`config.mk`:
```
export PLATFORM = sky130hd
export DESIGN_NAME = simd_sat_alu
export DESIGN_NICKNAME = d
export VERILOG_FILES = /design/src/rtl/simd_pkg.sv /design/src/rtl/simd_lane_arith.sv /design/src/rtl/simd_lane_cmp.sv /design/src/rtl/simd_mul16.sv /design/src/rtl/simd_sat_alu.sv
export SDC_FILE = /design/constraint.sdc
export NUM_CORES = 2
export LEC_CHECK = 0
export ABC_CLOCK_PERIOD_IN_PS = 12100
export BUFFER_PORTS_ARGS = -buffer_cell sky130_fd_sc_hd__buf_2
export CAP_MARGIN = 10
export CORE_AREA = 2 2 478 480
export CTS_CLUSTER_DIAMETER = 60
export CTS_CLUSTER_SIZE = 10
export DETAILED_ROUTE_END_ITERATION = 10
export DIE_AREA = 0 0 480 482
export GPL_TIMING_DRIVEN = 0
export SLEW_MARGIN = 0
export SYNTH_ARGS = -nofsm -noshare
export SYNTH_HDL_FRONTEND = slang
export SYNTH_SLANG_ARGS = --single-unit
```
`constraint.sdc`:
```
create_clock -name clk -period 12.1 [get_ports clk]
set_clock_uncertainty 0.15 [all_clocks]
set_input_delay 1.815 -clock clk [delete_from_list [all_inputs] [get_ports clk]]
set_output_delay 1.815 -clock clk [all_outputs]
set_load 0.02 [all_outputs]
```
`src/rtl/simd_pkg.sv`:
```
package simd_pkg;

  typedef enum logic [1:0] {
    SAT_WRAP     = 2'd0,
    SAT_SIGNED   = 2'd1,
    SAT_UNSIGNED = 2'd2
  } sat_mode_e;

  typedef enum logic [1:0] {
    LW_8  = 2'd0,
    LW_16 = 2'd1,
    LW_32 = 2'd2
  } lane_w_e;

  typedef enum logic [2:0] {
    FN_ARITH  = 3'd0,
    FN_MUL_LO = 3'd1,
    FN_MUL_HI = 3'd2,
    FN_MADD   = 3'd3,
    FN_EQ     = 3'd4,
    FN_GT     = 3'd5
  } fn_e;

  typedef struct packed {
    logic      legal;
    logic      sub;
    sat_mode_e mode;
    lane_w_e   width;
    fn_e       fn;
  } op_dec_t;

  function automatic op_dec_t decode_op(input logic [7:0] code);
    op_dec_t d;
    d.legal = 1'b1;
    d.sub   = 1'b0;
    d.mode  = SAT_WRAP;
    d.width = LW_8;
    d.fn    = FN_ARITH;
    case (code)
      8'hFC: d.width = LW_8;
      8'hFD: d.width = LW_16;
      8'hFE: d.width = LW_32;
      8'hF8: begin d.sub = 1'b1; d.width = LW_8;  end
      8'hF9: begin d.sub = 1'b1; d.width = LW_16; end
      8'hFA: begin d.sub = 1'b1; d.width = LW_32; end
      8'hEC: begin d.mode = SAT_SIGNED; d.width = LW_8;  end
      8'hED: begin d.mode = SAT_SIGNED; d.width = LW_16; end
      8'hE8: begin d.mode = SAT_SIGNED; d.sub = 1'b1; d.width = LW_8;  end
      8'hE9: begin d.mode = SAT_SIGNED; d.sub = 1'b1; d.width = LW_16; end
      8'hDC: begin d.mode = SAT_UNSIGNED; d.width = LW_8;  end
      8'hDD: begin d.mode = SAT_UNSIGNED; d.width = LW_16; end
      8'hD8: begin d.mode = SAT_UNSIGNED; d.sub = 1'b1; d.width = LW_8;  end
      8'hD9: begin d.mode = SAT_UNSIGNED; d.sub = 1'b1; d.width = LW_16; end
      8'hD5: begin d.fn = FN_MUL_LO; d.width = LW_16; end
      8'hE5: begin d.fn = FN_MUL_HI; d.width = LW_16; end
      8'hF5: begin d.fn = FN_MADD;   d.width = LW_32; end
      8'h74: begin d.fn = FN_EQ; d.width = LW_8;  end
      8'h75: begin d.fn = FN_EQ; d.width = LW_16; end
      8'h76: begin d.fn = FN_EQ; d.width = LW_32; end
      8'h64: begin d.fn = FN_GT; d.width = LW_8;  end
      8'h65: begin d.fn = FN_GT; d.width = LW_16; end
      8'h66: begin d.fn = FN_GT; d.width = LW_32; end
      default: d.legal = 1'b0;
    endcase
    return d;
  endfunction

endpackage

```
`src/rtl/simd_lane_arith.sv`:
```
module simd_lane_arith
  import simd_pkg::*;
#(
  parameter int DW = 64,
  parameter int LW = 8
) (
  input  logic [DW-1:0] a,
  input  logic [DW-1:0] b,
  input  logic          sub,
  input  sat_mode_e     mode,
  output logic [DW-1:0] res
);
  localparam int NL = DW / LW;
  localparam logic [LW-1:0] SMAX = {1'b0, {(LW-1){1'b1}}};
  localparam logic [LW-1:0] SMIN = {1'b1, {(LW-1){1'b0}}};

  for (genvar i = 0; i < NL; i++) begin : g_lane
    logic [LW-1:0] la, lb, r;
    logic [LW:0]   usum, ssum;
    logic          sovf;

    assign la = a[i*LW +: LW];
    assign lb = b[i*LW +: LW];

    always_comb begin
      usum = sub ? ({1'b0, la} - {1'b0, lb}) : ({1'b0, la} + {1'b0, lb});
      ssum = sub ? ({la[LW-1], la} - {lb[LW-1], lb})
                 : ({la[LW-1], la} + {lb[LW-1], lb});
      sovf = ssum[LW] ^ ssum[LW-1];
      case (mode)
        SAT_SIGNED:   r = sovf ? (ssum[LW] ? SMIN : SMAX) : ssum[LW-1:0];
        SAT_UNSIGNED: r = usum[LW] ? (sub ? '0 : '1) : usum[LW-1:0];
        default:      r = ssum[LW-1:0];
      endcase
    end

    assign res[i*LW +: LW] = r;

    always_comb begin
      if (mode == SAT_UNSIGNED && !sub)
        AST_USAT_ADD_NO_DROP: assert (r >= la);
      if (mode == SAT_UNSIGNED && sub)
        AST_USAT_SUB_NO_RISE: assert (r <= la);
    end
  end

endmodule

```
`src/rtl/simd_lane_cmp.sv`:
```
module simd_lane_cmp #(
  parameter int DW = 64,
  parameter int LW = 8
) (
  input  logic [DW-1:0] a,
  input  logic [DW-1:0] b,
  output logic [DW-1:0] eq_mask,
  output logic [DW-1:0] gt_mask
);
  localparam int NL = DW / LW;

  for (genvar i = 0; i < NL; i++) begin : g_lane
    logic signed [LW-1:0] sa, sb;
    logic is_eq, is_gt;

    assign sa    = a[i*LW +: LW];
    assign sb    = b[i*LW +: LW];
    assign is_eq = (sa == sb);
    assign is_gt = (sa > sb);
    assign eq_mask[i*LW +: LW] = {LW{is_eq}};
    assign gt_mask[i*LW +: LW] = {LW{is_gt}};

    always_comb begin
      AST_CMP_EXCLUSIVE: assert (!(eq_mask[i*LW] && gt_mask[i*LW]));
    end
  end

endmodule

```
`src/rtl/simd_mul16.sv`:
```
module simd_mul16 #(
  parameter int DW = 64
) (
  input  logic [DW-1:0] a,
  input  logic [DW-1:0] b,
  output logic [DW-1:0] lo,
  output logic [DW-1:0] hi,
  output logic [DW-1:0] madd
);
  localparam int NL = DW / 16;
  localparam int NP = NL / 2;

  logic [NL-1:0][31:0] prod;

  for (genvar i = 0; i < NL; i++) begin : g_mul
    logic signed [15:0] sa, sb;
    logic signed [31:0] p;
    assign sa = a[i*16 +: 16];
    assign sb = b[i*16 +: 16];
    assign p  = sa * sb;
    assign prod[i] = p;
    assign lo[i*16 +: 16] = p[15:0];
    assign hi[i*16 +: 16] = p[31:16];
  end

  for (genvar j = 0; j < NP; j++) begin : g_pair
    assign madd[j*32 +: 32] = prod[2*j] + prod[2*j+1];
  end

endmodule

```
`src/rtl/simd_sat_alu.sv`:
```
module simd_sat_alu
  import simd_pkg::*;
#(
  parameter int DW = 64
) (
  input  logic          clk,
  input  logic          rst_n,
  input  logic          op_valid,
  output logic          op_ready,
  input  logic [7:0]    op_code,
  input  logic [DW-1:0] op_a,
  input  logic [DW-1:0] op_b,
  output logic          res_valid,
  input  logic          res_ready,
  output logic [DW-1:0] res_data,
  output logic          res_illegal
);
  localparam int NW = 3;

  op_dec_t dec;
  assign dec = decode_op(op_code);

  logic [NW-1:0][DW-1:0] arith_res, eq_res, gt_res;
  logic [DW-1:0] mul_lo, mul_hi, mul_madd;

  for (genvar g = 0; g < NW; g++) begin : g_width
    simd_lane_arith #(.DW(DW), .LW(8 << g)) u_arith (
      .a(op_a), .b(op_b), .sub(dec.sub), .mode(dec.mode), .res(arith_res[g])
    );
    simd_lane_cmp #(.DW(DW), .LW(8 << g)) u_cmp (
      .a(op_a), .b(op_b), .eq_mask(eq_res[g]), .gt_mask(gt_res[g])
    );
  end

  simd_mul16 #(.DW(DW)) u_mul (
    .a(op_a), .b(op_b), .lo(mul_lo), .hi(mul_hi), .madd(mul_madd)
  );

  logic [DW-1:0] next_data;

  always_comb begin
    next_data = '0;
    if (dec.legal) begin
      case (dec.fn)
        FN_ARITH:  next_data = arith_res[dec.width];
        FN_MUL_LO: next_data = mul_lo;
        FN_MUL_HI: next_data = mul_hi;
        FN_MADD:   next_data = mul_madd;
        FN_EQ:     next_data = eq_res[dec.width];
        FN_GT:     next_data = gt_res[dec.width];
        default:   next_data = '0;
      endcase
    end
  end

  assign op_ready = !res_valid || res_ready;

  always_ff @(posedge clk) begin
    if (!rst_n) begin
      res_valid   <= 1'b0;
      res_data    <= '0;
      res_illegal <= 1'b0;
    end else if (op_ready) begin
      res_valid <= op_valid;
      if (op_valid) begin
        res_data    <= next_data;
        res_illegal <= !dec.legal;
      end
    end
  end

  AST_ACCEPT_NEXT: assert property (@(posedge clk) disable iff (!rst_n)
    op_valid && op_ready |=> res_valid);
  AST_DRAIN_EMPTY: assert property (@(posedge clk) disable iff (!rst_n)
    res_valid && res_ready && !op_valid |=> !res_valid);
  AST_STALL_HOLD: assert property (@(posedge clk) disable iff (!rst_n)
    res_valid && !res_ready |=> res_valid && $stable(res_data) && $stable(res_illegal));
  AST_ILLEGAL_ZERO: assert property (@(posedge clk) disable iff (!rst_n)
    res_valid && res_illegal |-> res_data == '0);

endmodule

```
; Word level (Yosys, flattened, before mapping)
; Index checks and enable logic that the tools add are counted.
[totals]
elab_cells = 251
input_bits = 140
output_inout_bits = 67
reg_bits = 66
[classes]
muxes = 100
order_cmp = 15
n_bitwise = 14
n_mul = 4
reduce_logical = 13
addsub = 58
n_eq_ne = 44
[op_table]
columns = operator, n
row1 = 64-bit binary-select mux with 2-bit select, 3
row2 = 64-bit one-hot mux with 6 select lines, 1
row3 = 64-bit two-way mux, 4
row4 = 32-bit two-way mux, 7
row5 = 16-bit two-way mux, 13
row6 = 8-bit two-way mux, 25
row7 = 8-bit by 8-bit adder with 9-bit output, 16
row8 = 9-bit two-way mux, 16
row9 = 8-bit by 8-bit subtractor with 9-bit output, 16
row10 = 16-bit by 16-bit adder with 17-bit output, 8
row11 = "8-bit == test, second input constant", 17
row12 = 17-bit two-way mux, 8
row13 = 16-bit by 16-bit subtractor with 17-bit output, 8
row14 = 32-bit by 32-bit adder with 33-bit output, 4
row15 = 33-bit two-way mux, 4
row16 = 32-bit by 32-bit subtractor with 33-bit output, 4
row17 = 16-bit by 16-bit multiplier with 32-bit output, 4
row18 = 16-bit one-hot mux with 2 select lines, 4
row19 = 32-bit one-hot mux with 2 select lines, 2
row20 = 8-bit one-hot mux with 2 select lines, 8
row21 = 32-bit adder, 2
row22 = 16-bit == test, 4
row23 = 32-bit == test, 2
row24 = 8-bit == test, 8
row25 = other kinds (24), 60

; Logic depth before layout (Yosys ltp)
[depth]
word_depth = 11
ltp_mapped = 38
mapped_depth_nobuf = 36

; Modules after synthesis
; Synthesis repeated with hierarchy kept, for this count alone.
[hier_totals]
cells_unflattened = 9329
area_unflattened_um2 = 75671.3
[modules_own_cells]
columns = module, cells_per_inst, instances, area_per_inst_um2, seq_area_each_um2
row1 = simd_mul16, 4782, 1, 42528.3, 0.0
row2 = simd_sat_alu, 1098, 1, 8951.1, 1321.3
row3 = simd_lane_arith at g_width[0].u_arith, 809, 1, 5564.1, 0.0
row4 = simd_lane_arith at g_width[1].u_arith, 764, 1, 5367.6, 0.0
row5 = simd_lane_arith at g_width[2].u_arith, 796, 1, 5363.9, 0.0
row6 = simd_lane_cmp at g_width[0].u_cmp, 362, 1, 2673.8, 0.0
row7 = simd_lane_cmp at g_width[1].u_cmp, 362, 1, 2623.8, 0.0
row8 = simd_lane_cmp at g_width[2].u_cmp, 356, 1, 2598.7, 0.0

; Least setup slack after synthesis
; Ideal clock, no wire load.
[synth_path]
kind = input to register
startpoint = input op_b[2]
endpoint = register res_data[31]
t_required_ps = 11836
path_stages = 35
path_buffers = 2
arrival_time_ps = 9564
setup_time_ps = 114
slack_ps = 2272
path_cell_list = clkbuf_1 > clkbuf_1 > and2_1 > fa_1 > fa_1 > ha_1 > inv_1 > fa_1 > inv_1 > fa_1 > inv_1 > fa_1 > inv_1 > ha_1 > o21a_1 > o21a_1 > nor2b_1 > a311oi_1 > o21bai_1 > a21oi_1 > o21ai_0 > xor2_1 > ha_1 > a21o_1 > a221o_1 > a21o_1 > a311oi_1 > nand2b_1 > o31ai_1 > a21oi_1 > o21ai_0 > a31oi_1 > xnor2_1 > xnor2_1 > a21o_1
[synth_via]
elab_chain_len = 9
elab_cells_between_ends = 23
classes_between = 5 x add/sub / 1 x mul / 1 x order compare / 1 x eq/ne / 14 x mux / 1 x bitwise
[synth_lines]
columns = item, line
row1 = from (decl), simd_sat_alu.sv:12  ; input logic [DW-1:0] op_b,
row2 = branches (longest 7 deep; another with 16-bit by 16-bit multiplier with 32-bit output), n/a
row3 = 64-bit one-hot mux with 6 select lines (*), simd_sat_alu.sv:44  ; case (dec.fn)
row4 = 64-bit two-way mux (*), simd_sat_alu.sv:43  ; if (dec.legal) begin
row5 = to (signal assigned), simd_sat_alu.sv:66  ; res_data <= next_data;
row6 = to (decl), simd_sat_alu.sv:15  ; output logic [DW-1:0] res_data,
; Every way passes the cells marked *. The select of a mux whose other input is x is not followed.
; A chain may end at the register's enable or synchronous reset.

; Worst setup path after layout
[layout_path]
startpoint = input op_code[7]
endpoint = register res_data[47]
[layout_via]
elab_chain_len = 11
elab_cells_between_ends = 76
classes_between = 30 x eq/ne / 34 x mux / 3 x bitwise / 9 x reduce/logical
[layout_lines]
columns = item, line
row1 = from (decl), simd_sat_alu.sv:10  ; input logic [7:0] op_code,
row2 = 8-bit == test, simd_pkg.sv:39  ; case (code)
row3 = 7-bit OR reduction (no line), n/a
row4 = 1-bit two-way mux, simd_pkg.sv:39
row5 = 9-bit two-way mux (tied with other cells), simd_lane_arith.sv:27  ; ssum = sub ? ({la[LW-1], la} - {lb[LW-1], lb})
row6 = 8-bit two-way mux (tied with other cells) (2 in a row), simd_lane_arith.sv:31  ; SAT_SIGNED: r = sovf ? (ssum[LW] ? SMIN : SMAX) : ssum[LW-1:0];
row7 = 8-bit one-hot mux with 2 select lines (tied with other cells), simd_lane_arith.sv:30  ; case (mode)
row8 = 64-bit binary-select mux with 2-bit select, simd_sat_alu.sv:45  ; FN_ARITH: next_data = arith_res[dec.width];
row9 = 64-bit two-way mux (implied by the code), simd_sat_alu.sv:45
row10 = 64-bit one-hot mux with 6 select lines, simd_sat_alu.sv:44
row11 = 64-bit two-way mux (*), simd_sat_alu.sv:43
; Mark *: on every way between the ends. The rest lies on a longest branch, timed or not. The select of a mux whose other input is x is not followed.

==> key figures <==
Run status
  – Status: finished with violations
  – Failing checks: max-capacitance violations, max-slew violations, negative setup slack

Synthesis
  – Async S/R FF share, synth: 0%
  – Seq/Total Area, Yosys: 1.89%
  – Count of flip-flops with a built-in enable after synthesis: 0
  – Post-Syn Area per Cell: 7.71 um2
  – Synth Instances: 9,052
  – Syn. warnings: 0
  – Syn Std Cell Area: 69,800 um2
  – Synth Register Bits: 66
  – Ys flop type: dfxtp_1
  – Total nets after synthesis: 10.9k
  – Yosys cell types: 95

Worst hold path
  – Hold Path Stages: 2
  – Worst Hold Endpoint: res_data[32]$_SDFFE_PN0P_
  – Hold path start: res_data[32]$_SDFFE_PN0P_
  – Hold WC Path Type: flip-flop to flip-flop

Floorplanning
  – Die height: 482 um
  – Starting Density: 30.8%
  – Core area: 226,000 um2
  – Num rows: 175
  – DIE AREA: 231,000 um2
  – Die Span X: 480 um
  – Num ports: 207

Detailed routing
  – DR iter-0 viols: 9,694
  – DRC: 0
  – Final WL: 362,000 um
  – Vias: 71.2k
  – Post-route ant nets: 0
  – Routed WL per cell: 29.3 um
  – Vias per cell: 5.77
  – First-pass DRT Iterations: 7

Global route
  – Antenna violations before repair: 56
  – GRT overflow: 0
  – GRT Total Usage: 30.6%
  – First-pass GRT wire length: 510,000 um
  – Vias in the first global route: 69.3k
  – Largest net degree at the start of global routing: 20

Flow run
  – Total of max-cap violations: 7

STA
  – Tcrit/Tclk final: 102%
  – Fmax: 81.1 MHz
  – Setup ws final: -0.235 ns
  – Final Hold Violating Endpoints: 0
  – Unrepaired setup endpoints after global routing: no
  – Max_slew headroom: -5.00%
  – Setup-failing EPs final: 4
  – Fin crit period: 12.34 ns
  – Fin. max-slew vios: 44
  – Hold Slack: 0.364 ns
  – Worst-Margin Slew: 1.57 ns

Clock network
  – Clk buf depth: 2
  – Clk sink count: 66
  – Hold-fix buffers at CTS: 0
  – Clock latency at the later pin of the worst-skew pair: 0.40 ns
  – Root Buffer: clkbuf_16
  – Clock-pin slew on the worst setup and hold paths: 0.07 ns
  – CTS Buf Count: 9
  – H-tree levels: 3
  – CTS tree: built

Layout
  – Filler Cell Count: 24.6k
  – Area of the multi-input gates: 61,500 um2
  – Share of post-route cells with drive strength above 1: 4.30%
  – Area growth, synth to finish: 8.32%
  – Final core occ: 33.4%
  – # nets final: 11.2k
  – FF+latch area: 1320 um2

Place
  – Post-detail-place hpwl: 301,000 um
  – Number of port buffers: 204
  – Global placement routability congestion: 1.06

Setup path
  – CP Launch Type: input port
  – Worst setup EP type: flip-flop
  – Crit path DAT: 12.45 ns
  – Reg2Reg Launch Point: res_valid$_SDFFE_PN0N_
  – Worst Path Class, Setup: input port to flip-flop
  – Reg2reg end: res_data[32]$_SDFFE_PN0P_
  – Reg2Reg Setup Slack: 7.67 ns
  – Worst Path Required: 12.21 ns
  – Worst Path Max Fanout: 15
  – FF-to-FF path depth: 9
-- synth_stat cells (all sizes together) (21+ instances only) --
library cell,n,area (um2)
nor3,103,527
o31ai,43,328
nand3,123,616
nor4,25,163
a21oi,624,3130
nor2,635,2380
a31oi,99,619
a21o,158,1190
inv,1423,5340
nand2b,91,569
a41oi,24,210
and3,44,275
o221ai,27,236
and2,401,2510
nor2b,67,419
o2111ai,23,201
dfxtp,66,1320
clkinv,29,109
a21boi,21,158
o22ai,29,181
mux2i,29,290
buf,55,253
ha,680,8510
fa,1074,21500
o21bai,58,435
or3,37,231
o21a,72,541
o211ai,57,428
a221oi,54,479
o21ai,598,2990
nand2,884,3320
a211oi,85,651
or2,23,144
xor2,112,981
clkbuf,364,1370
xnor2,422,3700
nand4,50,313
a221o,23,230
-- worst max-delay path by stage --
| stage | from | end | slack [ns] | cells after the start |
|---|---|---|---|---|
| 4_1_cts | op_a[56] | res_data[58]$_SDFFE_PN0P_ | 0.003 | 30 |
| 6_report | op_code[7] | res_data[47]$_SDFFE_PN0P_ | -0.24 | 27 |
| 3_5_place_dp | op_code[0] | res_data[52]$_SDFFE_PN0P_ | -1.99 | 29 |
| 5_1_grt | op_b[63] | res_data[62]$_SDFFE_PN0P_ | 0.01 | 33 |
| 2_1_floorplan | op_b[2] | res_data[31]$_SDFFE_PN0P_ | 2.27 | 35 |
| 3_3_place_gp | op_code[0] | res_data[20]$_SDFFE_PN0P_ | -3.53 | 25 |
-- flip-flops by register name, indices dropped and copies added, names as in the netlist --
name	cells
res_data	64
res_valid	1
res_illegal	1
-- critical path, cell delays in order --
cell      delay, ns
buf_2          0.17
and4b_1        0.49
o21a_1         0.18
buf_2          0.35
buf_2          0.68
buf_2          0.59
buf_2          0.46
clkbuf_2       0.82
clkbuf_2       0.67
clkbuf_2       0.85
a31oi_1        0.12
xnor2_1        0.19
ha_1           0.36
a21oi_1        0.17
nor3b_1        0.36
a211oi_1       0.25
or2_2          0.32
clkbuf_1       0.36
a41oi_1        0.67
nor4_2         0.11
nor3_4         0.60
a21oi_2        0.15
buf_4          0.25
nor2_1         0.46
a21oi_1        0.08
o21ai_0        0.65
a31oi_1        0.16
-- metrics by stage --
| step | instances | area [um2] | setup TNS (ns) | setup WS (ns) |
|---|---|---|---|---|
| 4_1_cts | 12300 | 75300 | 0 | 0.00264 |
| 2_1_floorplan | 9052 | 69800 | 0 | 2.27 |
| 3_3_place_gp | 12300 | 74500 | -190.61 | -3.53 |
| 6_report | 12300 | 75600 | -0.294 | -0.235 |
| 3_5_place_dp | 12300 | 75000 | -89.99 | -1.99 |
| 5_1_grt | 12300 | 75500 | 0 | 0.0140 |
-- repair_timing --
| item | 4_1_cts | 5_1_grt |
|---|---|---|
| resized for setup | 9 | 17 |
| cloned | 0 | 0 |
| buffers inserted | 0 | 3 |
| pin swaps | 0 | 0 |
| endpoints found under the setup margin | 64 | 34 |
-- cells by family after synthesis --
family                     synth area share [%]
xor gates and xnor gates                   6.71
buffers and inverters                      10.1
AOI/OAI and AO/OA                          20.6
and+or+nand+nor                            17.1
muxes                                     0.513
DFF                                        1.89
adders and majority gates                  43.1
-- layer usage --
metal / vias to the layer above / track usage, % / wire (um)
met2: 4469 / 45.1 / 150000
met5: - / 0 / 140
met1: 35200 / 40.5 / 144000
li1: 30500 / - / -
met4: 22 / 17.8 / 26200
met3: 947 / 7.54 / 41000
-- cell usage in the layout (no fill, tap or decap), types with 72 or more instances in the layout --
cell type	synthesis	routed
nor2_1	635	630
a21oi_1	622	621
nor3_1	102	100
a31oi_1	99	98
clkbuf_1	364	352
a211oi_1	84	84
nand2_1	884	884
nand3_1	123	123
inv_1	1419	1419
fa_1	1074	1074
o21a_1	72	72
ha_1	680	680
a21o_1	158	158
and2_1	397	397
buf_2	25	235
xnor2_1	422	417
xor2_1	112	108
o21ai_0	594	593
nand2b_1	91	91
-- final cells by class --
class                   count  area share, %
clock inverters             2         0.0795
diodes                     23         0.0762
inverters                1452           7.22
repair buffers            240           2.00
flip-flops and latches     66           1.75
well taps                3009           4.98
plain buffers             414           2.16
clock buffers              13          0.344
multi-input cells        7115           81.4
Power is left out: the tool's default activity adds up to more than one toggle a clock period on the data nets, which glitch-free logic cannot reach.
